## src/rtl/busRecoverPkg.sv

```systemverilog
package busRecoverPkg;

  typedef enum logic [2:0] {
    ST_IDLE,
    ST_WAIT_SCL,
    ST_CLK_LO,
    ST_CLK_HI,
    ST_STOP_LO,
    ST_STOP_HI
  } recState_t;

  // control -> datapath strobes
  typedef struct packed {
    logic tickClr;
    logic cntClr;
    logic tryInc;
    logic pulseInc;
    logic pulseClr;
    logic roundInc;
  } recCtl_t;

  // datapath -> control status
  typedef struct packed {
    logic tick;
    logic sclHigh;
    logic sdaHigh;
    logic tryLast;
    logic pulseLast;
    logic roundLast;
  } recStat_t;

endpackage

```

## src/rtl/busRecoverDp.sv

```systemverilog
module busRecoverDp
  import busRecoverPkg::*;
#(
  parameter int HALF_CYC   = 625,
  parameter int SCL_TRIES  = 10,
  parameter int SDA_ROUNDS = 3,
  parameter int MAX_PULSES = 9
) (
  input  logic     clk,
  input  logic     rstN,
  input  logic     sclIn,
  input  logic     sdaIn,
  input  recCtl_t  ctl,
  output recStat_t stat
);
  localparam int CW = (HALF_CYC > 1) ? $clog2(HALF_CYC) : 1;
  localparam int TW = $clog2(SCL_TRIES + 1);
  localparam int PW = $clog2(MAX_PULSES + 1);
  localparam int RW = $clog2(SDA_ROUNDS + 1);
  localparam logic [CW-1:0] CNT_LAST   = CW'(HALF_CYC - 1);
  localparam logic [TW-1:0] TRY_LAST   = TW'(SCL_TRIES - 1);
  localparam logic [TW-1:0] TRY_MAX    = TW'(SCL_TRIES);
  localparam logic [PW-1:0] PULSE_LAST = PW'(MAX_PULSES - 1);
  localparam logic [PW-1:0] PULSE_MAX  = PW'(MAX_PULSES);
  localparam logic [RW-1:0] ROUND_LAST = RW'(SDA_ROUNDS - 1);
  localparam logic [RW-1:0] ROUND_MAX  = RW'(SDA_ROUNDS);

  // two-stage synchronizer for both lines, index 1 = SCL, 0 = SDA
  logic [1:0] lineRaw;
  logic [1:0] syncStage [2];
  assign lineRaw = {sclIn, sdaIn};

  for (genvar g = 0; g < 2; g++) begin : gSync
    always_ff @(posedge clk or negedge rstN) begin
      if (!rstN) syncStage[g] <= 2'b11;
      else       syncStage[g] <= (g == 0) ? lineRaw : syncStage[0];
    end
  end

  // half-bit timer
  logic [CW-1:0] halfCnt;
  logic          tick;
  assign tick = (halfCnt == CNT_LAST);

  always_ff @(posedge clk or negedge rstN) begin
    if (!rstN)                    halfCnt <= '0;
    else if (ctl.tickClr || tick) halfCnt <= '0;
    else                          halfCnt <= halfCnt + 1'b1;
  end

  // attempt counters
  logic [TW-1:0] tryCnt;
  logic [PW-1:0] pulseCnt;
  logic [RW-1:0] roundCnt;

  always_ff @(posedge clk or negedge rstN) begin
    if (!rstN) begin
      tryCnt   <= '0;
      pulseCnt <= '0;
      roundCnt <= '0;
    end else if (ctl.cntClr) begin
      tryCnt   <= '0;
      pulseCnt <= '0;
      roundCnt <= '0;
    end else begin
      if (ctl.tryInc)   tryCnt   <= tryCnt + 1'b1;
      if (ctl.pulseClr) pulseCnt <= '0;
      else if (ctl.pulseInc) pulseCnt <= pulseCnt + 1'b1;
      if (ctl.roundInc) roundCnt <= roundCnt + 1'b1;
    end
  end

  assign stat.tick      = tick;
  assign stat.sclHigh   = syncStage[1][1];
  assign stat.sdaHigh   = syncStage[1][0];
  assign stat.tryLast   = (tryCnt == TRY_LAST);
  assign stat.pulseLast = (pulseCnt == PULSE_LAST);
  assign stat.roundLast = (roundCnt == ROUND_LAST);

  a_r3_try_bound: assert property (@(posedge clk) disable iff (!rstN)
    tryCnt <= TRY_MAX);
  a_r5_pulse_bound: assert property (@(posedge clk) disable iff (!rstN)
    pulseCnt <= PULSE_MAX);
  a_r7_round_bound: assert property (@(posedge clk) disable iff (!rstN)
    roundCnt <= ROUND_MAX);
  a_r8_strobe_on_tick: assert property (@(posedge clk) disable iff (!rstN)
    (ctl.pulseInc || ctl.roundInc || ctl.tryInc) |-> tick);

endmodule

```

## src/rtl/busRecoverCtl.sv

```systemverilog
module busRecoverCtl
  import busRecoverPkg::*;
(
  input  logic     clk,
  input  logic     rstN,
  input  logic     start,
  input  recStat_t stat,
  output recCtl_t  ctl,
  output logic     sclPullLow,
  output logic     sdaPullLow,
  output logic     busy,
  output logic     done,
  output logic     failSda,
  output logic     failScl
);
  recState_t state;
  logic      bothHigh;
  assign bothHigh = stat.sclHigh && stat.sdaHigh;

  always_ff @(posedge clk or negedge rstN) begin
    if (!rstN) begin
      state   <= ST_IDLE;
      busy    <= 1'b0;
      done    <= 1'b0;
      failSda <= 1'b0;
      failScl <= 1'b0;
    end else begin
      done <= 1'b0;
      unique case (state)
        ST_IDLE: if (start) begin
          state   <= ST_WAIT_SCL;
          busy    <= 1'b1;
          failSda <= 1'b0;
          failScl <= 1'b0;
        end
        ST_WAIT_SCL: if (stat.tick) begin
          if (stat.sclHigh) begin
            if (stat.sdaHigh) begin
              state <= ST_IDLE;
              busy  <= 1'b0;
              done  <= 1'b1;
            end else begin
              state <= ST_CLK_LO;
            end
          end else if (stat.tryLast) begin
            state   <= ST_IDLE;
            busy    <= 1'b0;
            done    <= 1'b1;
            failScl <= 1'b1;
            failSda <= !stat.sdaHigh;
          end
        end
        ST_CLK_LO: if (stat.tick) state <= ST_CLK_HI;
        ST_CLK_HI: if (stat.tick) begin
          if (stat.sdaHigh || stat.pulseLast) state <= ST_STOP_LO;
          else                                state <= ST_CLK_LO;
        end
        ST_STOP_LO: if (stat.tick) state <= ST_STOP_HI;
        ST_STOP_HI: if (stat.tick) begin
          if (bothHigh || stat.roundLast) begin
            state   <= ST_IDLE;
            busy    <= 1'b0;
            done    <= 1'b1;
            failSda <= !stat.sdaHigh;
            failScl <= !stat.sclHigh;
          end else if (stat.sdaHigh) begin
            state <= ST_STOP_LO;
          end else begin
            state <= ST_CLK_LO;
          end
        end
        default: state <= ST_IDLE;
      endcase
    end
  end

  always_comb begin
    ctl = '0;
    unique case (state)
      ST_IDLE: begin
        ctl.tickClr = start;
        ctl.cntClr  = start;
      end
      ST_WAIT_SCL: ctl.tryInc = stat.tick && !stat.sclHigh;
      ST_CLK_HI:   ctl.pulseInc = stat.tick;
      ST_STOP_HI: begin
        ctl.roundInc = stat.tick && !bothHigh && !stat.roundLast;
        ctl.pulseClr = ctl.roundInc;
      end
      default: ;
    endcase
  end

  assign sclPullLow = (state == ST_CLK_LO);
  assign sdaPullLow = (state == ST_STOP_LO);

  a_r2_done_single: assert property (@(posedge clk) disable iff (!rstN)
    done |=> !done);
  a_r2_done_ends_busy: assert property (@(posedge clk) disable iff (!rstN)
    done |-> (!busy && $past(busy)));
  a_r9_one_line: assert property (@(posedge clk) disable iff (!rstN)
    !(sclPullLow && sdaPullLow));
  a_r10_flags_hold: assert property (@(posedge clk) disable iff (!rstN)
    (!busy && !start) |=> $stable({failSda, failScl}));
  a_r6_stop_needs_tick: assert property (@(posedge clk) disable iff (!rstN)
    $fell(sdaPullLow) |-> (busy && $past(stat.tick)));

endmodule

```

## src/rtl/busRecover.sv

```systemverilog
module busRecover
  import busRecoverPkg::*;
#(
  parameter int CLK_HZ     = 125_000_000,
  parameter int HALF_US    = 5,
  parameter int SCL_TRIES  = 10,
  parameter int SDA_ROUNDS = 3,
  parameter int MAX_PULSES = 9
) (
  input  logic clk,
  input  logic rstN,
  input  logic start,
  input  logic sclIn,
  input  logic sdaIn,
  output logic sclPullLow,
  output logic sdaPullLow,
  output logic busy,
  output logic done,
  output logic failSda,
  output logic failScl
);
  localparam longint HALF_L   = longint'(CLK_HZ) * HALF_US / 1_000_000;
  localparam int     HALF_CYC = (HALF_L < 4) ? 4 : int'(HALF_L);

  recCtl_t  ctl;
  recStat_t stat;

  busRecoverDp #(
    .HALF_CYC  (HALF_CYC),
    .SCL_TRIES (SCL_TRIES),
    .SDA_ROUNDS(SDA_ROUNDS),
    .MAX_PULSES(MAX_PULSES)
  ) u_dp (
    .clk  (clk),
    .rstN (rstN),
    .sclIn(sclIn),
    .sdaIn(sdaIn),
    .ctl  (ctl),
    .stat (stat)
  );

  busRecoverCtl u_ctl (
    .clk       (clk),
    .rstN      (rstN),
    .start     (start),
    .stat      (stat),
    .ctl       (ctl),
    .sclPullLow(sclPullLow),
    .sdaPullLow(sdaPullLow),
    .busy      (busy),
    .done      (done),
    .failSda   (failSda),
    .failScl   (failScl)
  );

endmodule

```

## config.mk

```make
export PLATFORM = sky130hd
export DESIGN_NAME = busRecover
export DESIGN_NICKNAME = d
export VERILOG_FILES = /design/src/rtl/busRecoverPkg.sv /design/src/rtl/busRecoverDp.sv /design/src/rtl/busRecoverCtl.sv /design/src/rtl/busRecover.sv
export SDC_FILE = /design/constraint.sdc
export NUM_CORES = 1
export LEC_CHECK = 0
export ABC_AREA = 1
export BUFFER_PORTS_ARGS = -buffer_cell sky130_fd_sc_hd__buf_4
export CAP_MARGIN = 30
export CORE_ASPECT_RATIO = 1.2
export CORE_MARGIN = 10
export CORE_UTILIZATION = 53
export CTS_CLUSTER_DIAMETER = 200
export CTS_CLUSTER_SIZE = 16
export DETAILED_ROUTE_END_ITERATION = 6
export GPL_TIMING_DRIVEN = 0
export HOLD_SLACK_MARGIN = 0.05
export PLACE_DENSITY = 0.74
export SLEW_MARGIN = 20
export SYNTH_ARGS = -nofsm -noshare
export SYNTH_HDL_FRONTEND = slang
export SYNTH_SLANG_ARGS = --single-unit
```

## constraint.sdc

```tcl
create_clock -name clk -period 3.6 [get_ports clk]
set_input_delay 0.54 -clock clk [delete_from_list [all_inputs] [get_ports clk]]
set_output_delay 0.54 -clock clk [all_outputs]
set_load 0.01 [all_outputs]
```

==> results of run 1 <==
==> sequential cells by signal, summed over array words and instances (netlist names) <==
| signal | cells |
|---|---|
| u_ctl.done | 1 |
| u_ctl.busy | 1 |
| u_dp.roundCnt | 2 |
| u_dp.halfCnt | 10 |
| u_dp.stat | 2 |
| u_dp.pulseCnt | 4 |
| u_ctl.state | 3 |
| u_ctl.failScl | 1 |
| u_dp.tryCnt | 4 |
| u_dp.syncStage | 2 |
| u_ctl.failSda | 1 |
==> cell usage after synthesis, drive strengths merged <==
library cell  number  area, sq um
ha                 7         87.6
xor2               3         26.3
o21ai              7         35.0
nand3             21          123
nor3b              2         25.0
dfstp              4          105
nand2             55          224
dfrtp             27          676
a21oi             13         80.1
o22ai              1         6.26
inv               33          124
a21boi             2         26.3
nor3               8         51.3
nor4               1         6.26
nor2              29          161
nand4              2         12.5
buf                2         22.5
==> cell type report <==
class                           count  area share
Clock inverter                      3     0.00752
Buffer                              2      0.0113
Timing Repair Buffer               10      0.0376
Clock buffer                        5      0.0345
Tap cell                           37      0.0232
Multi-Input combinational cell    151       0.433
Inverter                           33      0.0620
Sequential cell                    31       0.391
==> cells by family after synthesis <==
group	count (synthesis)	share of synthesized area
fa+ha+maj	7	0.0489
flops	31	0.436
xor+xnor	3	0.0147
compound gates	23	0.0824
simple gates	118	0.337
buf+inv	35	0.0817
==> stage by stage <==
stage / cell area [sq um] / worst slack (ps) / util
floorplan: 1790 / 2110 / -
global placement: 1910 / 1930 / 0.578
detailed placement: 1910 / 1920 / 0.578
CTS: 2000 / 1800 / 0.603
global route: 2000 / 1710 / 0.603
finish: 2000 / 1820 / 0.603
==> how the worst max path moves through the flow <==
stage	to	slack (ps)	cells past startpoint
2_1_floorplan	u_ctl.failScl$_DFFE_PN0P_	2110	9
3_3_place_gp	u_ctl.failSda$_DFFE_PN0P_	1930	9
3_5_place_dp	u_ctl.failSda$_DFFE_PN0P_	1920	9
4_1_cts	sdaPullLow	1800	4
5_1_grt	sdaPullLow	1710	4
6_report	sdaPullLow	1820	4
==> power breakdown <==
group | internal (mW) | switching, mW | total, mW
clock | 0.132 | 0.129 | 0.261
sequential | 0.422 | 0.0737 | 0.496
combinational | 0.225 | 0.345 | 0.569
==> per-layer routing <==
metal	wire length [microns]	global-route usage	vias up
li1	-	-	717
met1	1400	0.131	633
met2	1590	0.200	31
met3	211	0.0440	5
met4	47	0.0588	0
met5	0	0	-
==> metrics.md, run 1 <==
| Metric | Value |
|---|---|
| Status | complete, no violations |
| Initial Utilization | 0.541 |
| FF-to-FF Start | u_dp.halfCnt[0]$_DFF_PN0_ |
| FF+latch count, synth | 31 |
| Worst Path Buf+Inv | 3 |
| Max VDD drop | about 0.53 mV |
| PD cells | about 660 mW/mm^2 |
| Worst skew pair latency | roughly 280 ps |
| R2r setup slk | around 1900 ps |
| Hold Vio Cnt, Final | 0 |
| Post-CTS Resized | 0 |
| Setup-failing EPs final | 0 |
| Vias | between 1000 and 1500 |
| Crit path capture type | output port |
| Core area | between 0.003 and 0.004 sq mm |
| Cell Rows | 23 |
| RSZ-0062 raised after global routing | false |
| DPL Wire Length | between 2 and 2.5 mm |
| ANT nets after route | 0 |
| Crit-path slowest cell | dfrtp_1 |
| Final min period | 1780 ps |
| Syn. warnings | 0 |
| DRC errors left | 0 |
| Fmax achieved | around 0.56 GHz |
| Avg Cell Area, Syn | ~8.3 sq um |
| CP delay by family, top | flip-flops |
| R2r endpoint | u_ctl.failSda$_DFFE_PN0P_ |
| Most common cell after layout, fill and taps aside | nand2_1 |
| Placed cells | approximately 260 |
| Sequential share of the synthesized area | 0.436 |
| Slew Viols, Final | 0 |
| First-pass GRT wire length | between 6 and 7 mm |
| Relative slew margins | 0.738 |
| WL final | 3.24 mm |
| Total power | about 1.3 mW |
| GPL Wtd Cong | around 0.83 |
| Fin crit share | 0.496 |
| Max_cap viols | 0 |
| 1st-pass router iterations | 4 |
| Post-Route Setup TNS | 0 ps |
| Overall Global Routing Usage | 0.121 |
| CP max stage delay | 460 ps |
| Kind of critical path | register to output port |
| Non-Filler Instances | 272 |
| Worst EP required | between 3000 and 4000 ps |
| Number of global-route vias before repair | around 1400 |
| N_diodes | 0 |
| Worst-path cell chain | inv_2 -> nand3_1 -> inv_1 -> buf_4 |
| CP max FO | 6 |
| I/O pin count | 11 |
| Die height | about 84 microns |
| Cts hold-fix bufs | 0 |
| Mean routed wirelength per cell | between 10 and 15 microns |
| Layout cells sized above 1 | 0.238 |
| Most frequent cells in the layout | nand2_1 (48), dfrtp_1 (27), inv_1 (25), nor2_1 (20), nand3_1 (19) |
| Post-CTS setup buffers | 0 |
| Slew at the pin closest to its max-slew limit | 393 ps |
| HP Class | input port to async pin |
| CTS tree | built |
| Fillers | between 300 and 400 |
| Mapped cell area | roughly 0.0018 sq mm |
| Post-synth cell types | 28 |
| # port buffers | 10 |
| Multi-input logic area | about 860 sq um |
| Worst Skew | 4.20 ps |
| Pin count of the biggest net entering global routing | 32 |
| Worst-path clk slew | 70 ps |
| Grt total ovfl | 0 |
| Crit path from | u_ctl.state[0]$_DFFE_PN0P_ |
| Root Driver | clkbuf_8 |
| P_leak | around 0.99 nW |
| Cell count after synthesis | 217 |
| Antenna violations before repair | 0 |
| H-Tree Depth | 2 |
| Layout Nets | between 200 and 250 |
| Clock Sinks | 31 |
| Worst EP arrival | ~1200 ps |
| Worst reg2reg path depth | 9 |
| Iter 0 DRT Violations | between 60 and 70 |
| Die Wd | approximately 73 microns |
| CP startpoint kind | register |
| DR vias/cell | between 5 and 6 |
| Hold_ws | around 180 ps |
| Area delta synth->final | 11.5% |
| CTS Buffer Depth | 2 |
| Cts bufs inserted | 5 |
| Die Footprint | 0.00612 sq mm |
| Syn Nets | between 200 and 250 |
| Register area | 781 sq um |
No activity file was read; power rests on OpenSTA's default activity.
==> run 2, diff against run 1 <==
PLACE_DENSITY = 0.77   (was 0.74)
clock period = 1.6 ns   (was 3.6 ns; I/O delays follow)
==> run 2 against run 1 <==
Compared with the run above:
- via count up 5.6%
- register-to-register slack worse by 1800 ps
- sequential power up 120%
- critical path depth up 5
==> metrics.md, run 2 (synthesis gave the netlist of run 1 again) <==
| Metric | Value |
|---|---|
| Root Driver | clkbuf_8 |
| M1 GR Usage | 0.133 (+0.00249) |
| Hold Vio Cnt, Final | 0 (unchanged) |
| WL final | 3.42 mm (+5.4%) |
| Area delta synth->final | 16.3% |
| Crit path capture type | register |
| FF-to-FF Start | u_dp.halfCnt[0]$_DFF_PN0_ |
| CTS tree | built |
| 1st-pass router iterations | 4 (unchanged) |
| Finished Cell Area | 0.00208 sq mm (+4.4%) |
| Worst Skew | 6.93 ps (+2.73 ps) |
| H-Tree Depth | 2 (unchanged) |
| Top Registers | u_dp.halfCnt: 10 flops, u_dp.pulseCnt: 4 flops, u_dp.tryCnt: 4 flops |
| I/O pin count | 11 (unchanged) |
| Worst EP required | 1760 ps (-1300 ps) |
| Cts bufs inserted | 5 (unchanged) |
| CTS Buffer Depth | 2 (unchanged) |
| Relative slew margins | 0.743 (+0.00504) |
| DRC errors left | 0 (unchanged) |
| First-pass GRT wire length | 6.06 mm (+0.23%) |
| Initial Utilization | 0.541 (unchanged) |
| Mean routed wirelength per cell | 12.3 microns (+3.5%) |
| Area after DPL | 0.00191 sq mm (unchanged) |
| DPL Wire Length | 2.45 mm (+2.0%) |
| Layout cells sized above 1 | 0.288 (+0.0492) |
| Die Wd | 73.1 microns (unchanged) |
| RSZ-0062 raised after global routing | true |
| Overall Global Routing Usage | 0.122 (+0.000827) |
| Max_cap viols | 0 (unchanged) |
| Fin crit share | 0.967 |
| Vias | 1463 (+5.6%) |
| Worst reg2reg path depth | 9 (unchanged) |
| Met2 Resource Use GR | 0.199 (-0.000783) |
| CP max FO | 8 (+2) |
| N_diodes | 0 (unchanged) |
| Min-delay src | sdaIn |
| DR vias/cell | 5.28 (+3.7%) |
| Worst EP arrival | 1710 ps (+470 ps) |
| Total power | 3.05 mW (+130%) |
| Layout Nets | 253 (+2.8%) |
| Most flops, register | u_dp.halfCnt |
| Setup-failing EPs final | 0 (unchanged) |
| CP startpoint kind | register |
| Crit path from | u_dp.halfCnt[0]$_DFF_PN0_ |
| M3 GR Usage | 0.0464 (+0.00238) |
| Iter 0 DRT Violations | 83 (+32%) |
| Antenna violations before repair | 0 (unchanged) |
| Core area | 0.00331 sq mm (unchanged) |
| Max VDD drop | 0.918 mV (+74%) |
| Global route hottest layer | met2 |
| Slew Viols, Final | 0 (unchanged) |
| # port buffers | 10 (unchanged) |
| Status | complete, no violations |
| Number of global-route vias before repair | 1395 (-2.6%) |
| Grt total ovfl | 0 (unchanged) |
| Final min period | roughly 1500 ps |
| Die Footprint | 0.00612 sq mm (unchanged) |
| P_leak | 1.03 nW (+3.5%) |
| ANT nets after route | 0 (unchanged) |
| Pin count of the biggest net entering global routing | 32 (unchanged) |
| Most common cell after layout, fill and taps aside | nand2_1 |
| PD cells | 1460 mW/mm^2 (+120%) |
| Slew at the pin closest to its max-slew limit | 385 ps (-7.56 ps) |
| Worst skew pair latency | 280 ps (about the same) |
| Cell Rows | 23 (unchanged) |
| Max reg flops | 10 (unchanged) |
| Clock Sinks | 31 (unchanged) |
| Kind of critical path | register to register |
| Fmax achieved | ~0.65 GHz |
| WHS Path Cells | 1 |
| Most frequent cells in the layout | nand2_1 (43), dfrtp_1 (27), inv_1 (23), nand3_1 (19), nor2_1 (19) |
| HP Class | input port to register |
| Die height | 83.7 microns (unchanged) |
| Worst-path clk slew | 60 ps (about the same) |
| GPL Wtd Cong | 0.869 (+5.1%) |
## run 2: final timing paths
path	slack, ps	endpoint
min reg2reg	360	u_dp.stat[4]$_DFF_PN1_
max reg2reg	50	u_ctl.state[2]$_DFFE_PN0P_
min	70	u_dp.syncStage[2]$_DFF_PN1_
max in group asynchronous	850	u_dp.stat[4]$_DFF_PN1_
min in group asynchronous	430	u_dp.pulseCnt[2]$_DFFE_PN0P_
max	50	u_ctl.state[2]$_DFFE_PN0P_
## run 2: final cells by class
type / instances / area, sq um
sequential: 31 / 781
tap: 37 / 46.3
timing repair buffer: 17 / 134
buffer: 2 / 22.5
inverter: 33 / 124
fill: 275 / 1220
multi-input combinational: 151 / 905
clock buffer: 6 / 72.6
## run 2: through the flow
| step | TNS, ps | cells | hold WS, ps | util | setup slack [ps] |
|---|---|---|---|---|---|
| detailed placement | -675 | 264 | 195 | 0.578 | -115 |
| floorplan | 0 | 217 | -55.6 | - | 113 |
| CTS | -6.42 | 273 | 63.0 | 0.611 | -6.42 |
| global placement | -452 | 264 | 194 | 0.578 | -90.1 |
| global route | -232 | 277 | 58.5 | 0.630 | -71.3 |
| finish | 0 | 277 | 69.1 | 0.630 | 53.2 |
## run 2: power by group
group / internal [mW] / switching, mW
logic: 0.570 / 0.833
registers: 0.950 / 0.153
clock network: 0.289 / 0.258
## run 2: worst max-delay path, stage by stage, from the launching register on
cell and delay, ps:
dfrtp_1 390, inv_1 60, ha_2 170, nand2_2 60
nor2_4 110, nand3_4 140, a21oi_4 270, nand2_2 100
nand2_1 70, nand2_1 70
## run 2: timing repair
item,in CTS,in global routing
gates resized for setup,4,11
pin swaps,7,8
endpoints found under the setup margin,15,7
hold buffers,1,0
buffers inserted,2,4
endpoints found under the hold margin,27,0
gates cloned,0,0
## run 2: layer usage
metal / part of all wire / vias up
met4: 0.022 / 0
met3: 0.058 / 9
li1: - / 738
met1: 0.42 / 691
met2: 0.50 / 25
met5: 0 / -
==> run 3, diff against run 2 <==
ABC_AREA = 0   (was 1)
==> run 3 against run 2 <==
Compared with the run above:
- the flow now finishes with violations (setup timing)
- sequential power is essentially flat
- register-to-register slack got worse by 180 ps
- global-route usage up 2.1 points
- worst hold slack better by 190 ps
- sequential share of layout area is 3.2 points lower
- wire length increased by 25%
- critical endpoint is now u_ctl.state[1]$_DFFE_PN0P_
- highest routed layer unchanged
==> metrics.md, run 3 <==
| Metric | Value |
|---|---|
| Adder-Cell Fraction of Synth Area | 0.0512 (+0.00236) |
| Most common cell after layout, fill and taps aside | buf_4 |
| Area after DPL | 0.00185 sq mm (-3.1%) |
| Post-synthesis mux area share | 0.0124 (+0.0124) |
| HP Class | input port to register |
| Synth Area in XOR/XNOR | 0.0512 (+0.0366) |
| Area delta synth->final | 33.4% |
| Die Wd | 71.8 microns (-1.7%) |
| DRC errors left | 0 (unchanged) |
| Fmax achieved | 0.581 GHz (-10%) |
| Antenna violations before repair | 0 (unchanged) |
| Worst Path Buf+Inv | 1 (unchanged) |
| Iter 0 DRT Violations | 140 (+69%) |
| Status | finished with violations |
| Syn. warnings | 0 (unchanged) |
| Util after Layout | 0.739 (+0.110) |
| Initial Utilization | 0.554 (+0.0130) |
| Slew Viols, Final | 0 (unchanged) |
| Mapped cell area | 0.00171 sq mm (-4.6%) |
| Sw Ratio | 0.355 (-0.0519) |
| Placed cells | 217 (-18%) |
| Die Footprint | 0.00591 sq mm (-3.4%) |
| Count leader, synth | dfrtp_1 |
| PD cells | 1140 mW/mm^2 (-22%) |
| Worst skew pair latency | 350 ps (+70 ps) |
| CP startpoint kind | register |
| GPL Wtd Cong | 0.820 (-5.7%) |
| DPL Wire Length | 2.58 mm (+5.4%) |
| Cell Rows | 22 (-4.3%) |
| 1st-pass router iterations | 4 (unchanged) |
| Commonest register cell after synthesis | dfrtp_1 |
| Cell count after synthesis | 171 (-21%) |
| Final min period | 1720 ps (+176 ps) |
| First-pass GRT wire length | 6.73 mm (+11%) |
| CP max stage delay | 400 ps (about the same) |
| Vias | 1485 (+1.5%) |
| N_diodes | 0 (unchanged) |
| Synth Area in Simple Gates | 0.243 (-0.0935) |
| Worst EP arrival | 1960 ps (+250 ps) |
| Clock Sinks | 31 (unchanged) |
| Setup WS post-layout | -123 ps (-176 ps) |
| Most frequent cells in the layout | buf_4 (27), dfrtp_1 (26), nor2_1 (15), inv_1 (12), nand3_1 (12) |
| Die height | 82.2 microns (-1.8%) |
| # port buffers | 10 (unchanged) |
| Number of enable flip-flop cells after synthesis | 0 (unchanged) |
| Synth Area in Compound Gates | 0.133 (+0.0508) |
| Crit path capture type | register |
| Kind of critical path | register to register |
| Post-synth cell types | 50 (+79%) |
| I/O pin count | 11 (unchanged) |
| ANT nets after route | 0 (unchanged) |
| Reg power frac | 0.417 (+0.055) |
| H-Tree Depth | 2 (unchanged) |
| CTS Buffer Depth | 2 (unchanged) |
| Syn Nets | 183 (-20%) |
| Cts bufs inserted | 5 (unchanged) |
| Layout Nets | 223 (-12%) |
| Top Registers | u_dp.halfCnt: 10 flops, u_dp.pulseCnt: 4 flops, u_dp.tryCnt: 4 flops |
| CP max FO | 5 (-3) |
| Max VDD drop | 0.987 mV (+7.6%) |
| Max reg flops | 10 (unchanged) |
| Commonest cells post-synth | dfrtp_1 (27), nor2_1 (16), nand3_1 (13) |
| FF+latch count, synth | 31 (unchanged) |
| Finished Cell Area | 0.00228 sq mm (+9.4%) |
| Post-synth top area cell | dfrtp_1 |
| Pre-CTS setup slack | -186 ps (-71.1 ps) |
| Worst-path clk slew | 110 ps (+50 ps) |
| RSZ-0062 raised after global routing | true |
| NetSw | 925 uW (-26%) |
| Crit-path slowest cell | dfrtp_1 |
| Mean routed wirelength per cell | 17.2 microns (+39%) |
| Worst Skew | 22.2 ps (+15.3 ps) |
| Largest family of logic cells by synthesized area | simple AND/OR/NAND/NOR gates |
| Synth area leaders | dfrtp_1 (40%), dfstp_2 (6.1%), ha_1 (5.1%), nand3_1 (3.8%), xnor2_1 (3.6%) |
| Failing checks | setup timing |
| Most flops, register | u_dp.halfCnt |
| WL final | 4.26 mm (+25%) |
| Relative slew margins | 0.741 (-0.00280) |
| Worst-path cell chain | inv_1 -> ha_2 -> and4bb_4 -> nand3_4 -> o31ai_4 -> mux2_4 |
| Avg Cell Area, Syn | 9.99 sq um (+21%) |
| Fillers | 198 (-28%) |
| Number of global-route vias before repair | 1479 (+6.0%) |
| Pin count of the biggest net entering global routing | 32 (unchanged) |
| FFs w/ async S/R, synth | 1.00 (unchanged) |
| Core area | 0.00308 sq mm (-6.8%) |
| Post-Route Setup TNS | -773 ps (-773 ps) |
| Slew at the pin closest to its max-slew limit | 388 ps (+3.35 ps) |
| Fin crit share | 1.08 (+0.110) |
| Logic pwr share | 0.378 (-0.081) |
| Max_cap viols | 0 (unchanged) |
| Setup-failing EPs final | 22 (+22) |
| Clock network fraction of total power | 0.204 (+0.025) |
| Worst EP required | 1830 ps (+70 ps) |
| Hold Vio Cnt, Final | 0 (unchanged) |
| Sequential share of the synthesized area | 0.457 (+0.0211) |
| Root Driver | clkbuf_4 |
| CP delay by family, top | simple AND/OR/NAND/NOR gates |
| Layout cells sized above 1 | 0.368 (+0.0804) |
| DR vias/cell | 5.99 (+13%) |
| CTS tree | built |
| Overall Global Routing Usage | 0.143 (+0.0206) |
| Non-Filler Instances | 248 (-10%) |
| Cell Int Power | 1.68 mW (-7.3%) |
| Synth top area share | 0.395 (+0.0182) |
| Grt total ovfl | 0 (unchanged) |
| P_leak | 1.01 nW (-1.6%) |
==> run 3: worst min-delay path: cells and delay by family <==
family / cells / cell delay [ps]
AND/OR/NAND/NOR: 1 / 120
AO/OA/AOI/OAI: 1 / 110
buffers and inverters: 1 / 100
==> run 3: cells by family after synthesis <==
family	count (synthesis)
mux	2
fa+ha+maj	7
xor+xnor	10
compound gates	34
flops	31
buf+inv	18
simple gates	69
==> run 3: worst paths after layout <==
kind | start | end | slack (ps) | cells past startpoint
worst max-delay path | u_dp.halfCnt[1]$_DFF_PN0_ | u_ctl.state[1]$_DFFE_PN0P_ | -120 | 6
worst min-delay path | start | u_ctl.busy$_DFFE_PN0P_ | 260 | 3
worst max register to register | u_dp.halfCnt[1]$_DFF_PN0_ | u_ctl.state[1]$_DFFE_PN0P_ | -120 | 6
worst min register to register | u_dp.syncStage[2]$_DFF_PN1_ | u_dp.stat[3]$_DFF_PN1_ | 360 | 0
max in group asynchronous | rstN | u_dp.stat[4]$_DFF_PN1_ | 920 | 2
min in group asynchronous | rstN | u_dp.halfCnt[1]$_DFF_PN0_ | 340 | 2
==> run 3: stage by stage <==
stage               hold slack (ps)  total power, mW
floorplan                     -55.6             1.60
global placement                189             1.76
detailed placement              193             1.80
CTS                             277             2.46
global route                    273             2.76
finish                          260             2.60
==> run 3: what timing repair did <==
action / 4_1_cts / 5_1_grt
endpoints found under the hold margin: 29 / 0
buffers inserted: 13 / 7
resized for setup: 27 / 22
endpoints found under the setup margin: 24 / 29
hold buffers: 3 / 0
pin swaps: 20 / 11
==> run 3: cell type report <==
cell class              count  area, sq um  area share
inverters                  12         45.0      0.0198
repair buffers             33          270       0.119
well taps                  36         45.0      0.0198
clock buffers               8         68.8      0.0302
plain buffers               6         67.6      0.0296
multi-input cells         122         1000       0.439
flip-flops and latches     31          782       0.343
==> run 3: power by group through the flow <==
stage               combinational [mW]  sequential [mW]  clock (mW)
detailed placement               0.685             1.12           0
CTS                              0.832             1.08       0.541
floorplan                        0.516             1.09           0
global placement                 0.658             1.10           0
global route                      1.08             1.11       0.574
finish                           0.985             1.09       0.531
==> run 3: layer usage <==
| layer | vias up | wire (microns) | track usage |
|---|---|---|---|
| met5 | - | 0 | 0 |
| met1 | 735 | 1610 | 0.148 |
| met2 | 51 | 2340 | 0.260 |
| met3 | 7 | 255 | 0.0394 |
| met4 | 0 | 61 | 0.0717 |
| li1 | 692 | - | - |
